`src/rtl/tie_pkg.sv`:
```
package tie_pkg;
  typedef enum logic [1:0] {
    MS_IDLE  = 2'd0,
    MS_ARM   = 2'd1,
    MS_COUNT = 2'd2
  } meas_state_e;
endpackage

```
`src/rtl/tie_meas.sv`:
```
module tie_meas
  import tie_pkg::*;
#(
  parameter int P  = 8,
  parameter int CW = $clog2(P)
) (
  input  logic          clk,
  input  logic          rst_n,
  input  logic          ref_edge,
  input  logic          fb_edge,
  input  logic          trig,
  input  logic          clr,
  output logic [CW-1:0] offset,
  output logic          busy
);
  localparam logic [CW-1:0] LAST = CW'(P - 1);

  meas_state_e   state;
  logic [CW-1:0] cnt;

  always_ff @(posedge clk) begin
    if (!rst_n) begin
      state  <= MS_IDLE;
      cnt    <= '0;
      offset <= '0;
    end else if (clr) begin
      state  <= MS_IDLE;
      cnt    <= '0;
      offset <= '0;
    end else if (trig) begin
      state <= MS_ARM;
      cnt   <= '0;
    end else begin
      case (state)
        MS_ARM: begin
          if (fb_edge) begin
            state <= MS_COUNT;
            cnt   <= CW'(1);
          end
        end
        MS_COUNT: begin
          if (ref_edge) begin
            offset <= cnt;
            state  <= MS_IDLE;
          end else begin
            cnt <= (cnt == LAST) ? '0 : cnt + CW'(1);
          end
        end
        default: state <= MS_IDLE;
      endcase
    end
  end

  assign busy = (state != MS_IDLE) || trig;
endmodule

```
`src/rtl/tie_vref_gen.sv`:
```
module tie_vref_gen #(
  parameter int P  = 8,
  parameter int CW = $clog2(P)
) (
  input  logic          clk,
  input  logic          rst_n,
  input  logic          ref_edge,
  input  logic [CW-1:0] offset,
  output logic          vref
);
  logic [CW-1:0] delay;
  logic [CW-1:0] dcnt;
  logic          pend;

  assign delay = CW'(P - 1) - offset;

  always_ff @(posedge clk) begin
    if (!rst_n) begin
      pend <= 1'b0;
      dcnt <= '0;
      vref <= 1'b0;
    end else if (ref_edge) begin
      pend <= (delay != '0);
      dcnt <= delay;
      vref <= (delay == '0);
    end else begin
      vref <= pend && (dcnt == CW'(1));
      if (pend) begin
        dcnt <= dcnt - CW'(1);
        if (dcnt == CW'(1)) pend <= 1'b0;
      end
    end
  end
endmodule

```
`src/rtl/tie_phase_det.sv`:
```
module tie_phase_det #(
  parameter int P  = 8,
  parameter int CW = $clog2(P),
  parameter int EW = CW + 1
) (
  input  logic          clk,
  input  logic          rst_n,
  input  logic          vref,
  input  logic          fb_edge,
  input  logic          busy,
  output logic          err_valid,
  output logic [EW-1:0] phase_err
);
  logic [CW-1:0] vcnt;
  logic [CW-1:0] since;
  logic [EW-1:0] ext;
  logic [EW-1:0] wrapped;

  assign since   = vref ? '0 : vcnt;
  assign ext     = {1'b0, since};
  assign wrapped = (since > CW'(P / 2)) ? ext - EW'(P) : ext;

  always_ff @(posedge clk) begin
    if (!rst_n) begin
      vcnt <= '0;
    end else if (vref) begin
      vcnt <= CW'(1);
    end else begin
      vcnt <= (vcnt == CW'(P - 1)) ? '0 : vcnt + CW'(1);
    end
  end

  always_ff @(posedge clk) begin
    if (!rst_n) begin
      err_valid <= 1'b0;
      phase_err <= '0;
    end else if (busy) begin
      err_valid <= 1'b0;
      phase_err <= '0;
    end else begin
      err_valid <= fb_edge;
      if (fb_edge) phase_err <= wrapped;
    end
  end
endmodule

```
`src/rtl/tie_corrector.sv`:
```
module tie_corrector #(
  parameter  int REF_PERIOD = 8,
  localparam int CW         = $clog2(REF_PERIOD),
  localparam int EW         = CW + 1
) (
  input  logic          clk,
  input  logic          rst_n,
  input  logic          ref_edge,
  input  logic          fb_edge,
  input  logic          ref_switch,
  input  logic          hold_exit,
  input  logic          hold_remeasure,
  input  logic          offset_clr,
  output logic          vref_strobe,
  output logic          err_valid,
  output logic [EW-1:0] phase_err
);
  logic          trig;
  logic          meas_busy;
  logic [CW-1:0] offset_q;

  assign trig = ref_switch | (hold_exit & hold_remeasure);

  tie_meas #(.P(REF_PERIOD), .CW(CW)) u_meas (
    .clk     (clk),
    .rst_n   (rst_n),
    .ref_edge(ref_edge),
    .fb_edge (fb_edge),
    .trig    (trig),
    .clr     (offset_clr),
    .offset  (offset_q),
    .busy    (meas_busy)
  );

  tie_vref_gen #(.P(REF_PERIOD), .CW(CW)) u_vref (
    .clk     (clk),
    .rst_n   (rst_n),
    .ref_edge(ref_edge),
    .offset  (offset_q),
    .vref    (vref_strobe)
  );

  tie_phase_det #(.P(REF_PERIOD), .CW(CW), .EW(EW)) u_pdet (
    .clk      (clk),
    .rst_n    (rst_n),
    .vref     (vref_strobe),
    .fb_edge  (fb_edge),
    .busy     (meas_busy),
    .err_valid(err_valid),
    .phase_err(phase_err)
  );
endmodule

```
`config.mk`:
```
export PLATFORM = sky130hd
export DESIGN_NAME = tie_corrector
export DESIGN_NICKNAME = d
export VERILOG_FILES = /design/src/rtl/tie_pkg.sv /design/src/rtl/tie_meas.sv /design/src/rtl/tie_vref_gen.sv /design/src/rtl/tie_phase_det.sv /design/src/rtl/tie_corrector.sv
export SDC_FILE = /design/constraint.sdc
export NUM_CORES = 1
export LEC_CHECK = 0
export BUFFER_PORTS_ARGS = -buffer_cell sky130_fd_sc_hd__buf_2
export CAP_MARGIN = 20
export CELL_PAD_IN_SITES_DETAIL_PLACEMENT = 1
export CELL_PAD_IN_SITES_GLOBAL_PLACEMENT = 1
export CORE_UTILIZATION = 44
export CTS_CLUSTER_DIAMETER = 40
export DETAILED_ROUTE_END_ITERATION = 10
export GPL_ROUTABILITY_DRIVEN = 0
export GPL_TIMING_DRIVEN = 0
export PLACE_DENSITY_LB_ADDON = 0.1
export SYNTH_ARGS = -nofsm -noshare
export SYNTH_HDL_FRONTEND = slang
export SYNTH_SLANG_ARGS = --single-unit
```
`constraint.sdc`:
```
create_clock -name clk -period 3.1 [get_ports clk]
set_input_delay 0.775 -clock clk [delete_from_list [all_inputs] [get_ports clk]]
set_output_delay 0.775 -clock clk [all_outputs]
set_load 0.1 [all_outputs]
```
==> impl_results.md <==
* CTS Hold Bufs at 0
* Critical path class: reg2out
* Crit path time final at 2.018 ns
* Yosys cell types at 31
* Worst Setup SP: u_vref.vref
* Root buf cell: clkbuf_4
* Average routed wire per standard cell at 13.17 µm
* Reg clk slew, reported paths at 0.12 ns
* Design Power at 0.0004828 W
* Initial Utilization at 0.4769
* Max transition margin at 0.6764
* Die Ht at 48.58 µm
* Worst EP required at 2.32 ns
* Crit-path max cell delay at 0.47 ns
* RSZ-0062 raised after global routing: false
* GR Layer Usage met3 at 0.05660
* GR Layer Usage met2 at 0.3310
* RR Endpoint: u_vref.vref
* # rows at 16
* CTS H-tree depth at 1
* Setup TNS at 0 ns
* Total number of vias at 734
* DR iter-0 viols at 8
* Total nets after synthesis at 111
* Seq/Total Area, Yosys at 0.4404
* CP endpoint kind: primary output
* Hold slack at 0.4696 ns
* Cts repair resizes at 0
* Total clock sinks at 21
* Cell area after synthesis at 954.7 µm²
* Inserted Clock Buffers at 3
* Num ports at 14
* Synth Area in Adders at 0.07864
* N_diodes at 0
* Largest net degree at the start of global routing at 12
* Number of hold violations in the final report at 0
* Top FF cell, synth: dfxtp_1
* Max VDD drop at 0.0002680 V
* Worst path bufs/invs at 1
* Largest family of logic cells by synthesized area: simple AND/OR/NAND/NOR gates
* Die area at 2360 µm²
* Synth async-reset ratio at 0
* Global-route met1 utilization at 0.2242
* Hold Path Cell Cnt at 2
* Vias per Instance at 5.243
* Hold WC Path Type: reg2reg
* Max_cap viols at 0
* First-pass GRT wire length at 3429 µm
* Leakage power at 0.4957 nW
* R2R Setup Slk at 1.85 ns
* Dominant cell type by area after synthesis: dfxtp_1
* DRC violations left at 0
* Post-synthesis cell count at 97
* Top cells by count, synth: 21 x dfxtp_1, 15 x nand2_1, 6 x ha_1, 6 x nor2_1
* Worst Tran Pin Value at 0.4888 ns
* Crit path arrival time at 1.24 ns
* #FFs+latches synth at 21
* Buffers added on ports at 12
* Post-CTS setup buffer count at 0
* R2R cell count at 4
* Worst Setup Slack, final at 1.082 ns
* GRT Residual Overflow at 0
* DR pass1 iterations at 4
* Syn. warnings at 0
* # setup viols final at 0
* Fin area at 1075 µm²
* Skew final at 0.007208 ns
* Startpoint class of the critical path: register
* Drt total wl at 1844 µm
* TritonCTS clock tree: built
* Share of cells above drive strength 1 at 0.1947
* GRT Max-Usage Layer: met2
* Fillers at 251
* All-Layer GR Usage at 0.1863
* Worst slack, placed at 1.420 ns
* Initial antenna violation count at 0
* Most frequent cell after synthesis: dfxtp_1
* Area growth from synthesis to layout at 12.58%
* F_max at 495.6 MHz
* Vias in the first global route at 791
* Synthesized area per cell at 9.842 µm²
* Placed Area at 1049 µm²
* Outcome: finished clean
* Power Density at 449.2 nW/µm²
* Synth top area cells: dfxtp_1 44%, ha_1 7.9%, nand2_1 5.9%, mux2i_1 4.2%, nor2b_1 2.6%
* Post-synth EDFFs at 0
* CTS Buffer Depth at 2
* Worst-Skew Late Latency at 0.30 ns
* Mux cell area share after synthesis at 0.04194
* Top cell type's share of synthesized area at 0.4404
* Synth Area in Compound Gates at 0.1429
* Tcrit/Tclk final at 0.6509
* Die X at 48.58 µm
* Final Slew Violations at 0
* Antenna-violating nets left at 0
* Worst R2R Start: u_vref.dcnt[0]
* Core Region at 2002 µm²
* Worst path depth at 1
* Critical Path, Cell by Cell: buf_2
* Post-DP HPWL at 1407 µm
* Layout Nets at 128
* Xor and xnor area share after synthesis at 0.01835
* Post-synthesis simple-gate area fraction at 0.2425
* Cell family with most CP delay: flip-flops
* Crit-path max FO at 7
* Capture point of the critical path: vref_strobe
* Worst path slowest cell: dfxtp_1
layout make-up:
class | count | area, µm² | share of cell area
buffer | 3 | 22.52 | 0.02095
sequential | 21 | 420.4 | 0.3912
clock buffer | 4 | 26.28 | 0.02445
timing repair buffer | 12 | 60.06 | 0.05588
inverter | 3 | 11.26 | 0.01048
multi-input combinational | 70 | 500.5 | 0.4657
tap | 27 | 33.78 | 0.03143
report_power, final:
part	switching (W)	leakage, nW	total (W)	internal, W
Clock	0.0000816	0.0150	0.000132	0.0000502
Sequential	0.00000876	0.171	0.000289	0.000280
Combinational	0.0000360	0.309	0.0000623	0.0000263
sequential cells by signal (all words and copies together) (netlist names):
name / count
u_pdet.err_valid: 1
u_meas.state: 2
u_vref.vref: 1
u_pdet.phase_err: 4
u_pdet.vcnt: 3
u_vref.pend: 1
u_meas.offset: 3
u_meas.cnt: 3
u_vref.dcnt: 3
cells in the final DEF (no fill, tap or decap), types with 3 or more instances in the layout:
cell type,Yosys,final
inv_1,3,3
a21oi_1,4,4
ha_1,6,6
nand2_1,15,15
mux2i_1,4,4
clkbuf_4,0,3
nor2_1,6,6
nand3b_1,3,3
dfxtp_1,21,21
nor2b_1,4,4
nand3_1,3,3
buf_2,0,12
buf_4,3,3
through the flow:
step                cells    util
detailed placement    136  0.5238
global placement      136  0.5238
global route          140  0.5369
CTS                   140  0.5369
floorplan              97       -
finish                140  0.5369
tightest hold or removal path, cell delays in order (launching register included):
cell	delay, ns
dfxtp_1	0.33
nand2_1	0.06
a21oi_1	0.05
worst min path at each step:
stage                                   start             endpoint  slack [ns]
after CTS                 u_pdet.phase_err[3]  u_pdet.phase_err[3]        0.47
after floorplan              u_meas.offset[0]     u_meas.offset[0]        0.45
after global routing      u_pdet.phase_err[3]  u_pdet.phase_err[3]        0.50
after detailed placement  u_pdet.phase_err[3]  u_pdet.phase_err[3]        0.46
after global placement    u_pdet.phase_err[3]  u_pdet.phase_err[3]        0.45
final                     u_pdet.phase_err[3]  u_pdet.phase_err[3]        0.47
routing by layer:
layer  wire (µm)  share of wire
met1         873           0.47
met2         898           0.49
met3          71          0.039
met4           0              0
met5           0              0
cells by family after synthesis:
| group | after synthesis |
|---|---|
| AOI/OAI and AO/OA | 18 |
| xor gates and xnor gates | 2 |
| adders and majority gates | 6 |
| buffers and inverters | 6 |
| DFF | 21 |
| muxes | 4 |
| and+or+nand+nor | 40 |
Note: power is estimated with default switching activity, not from simulation.
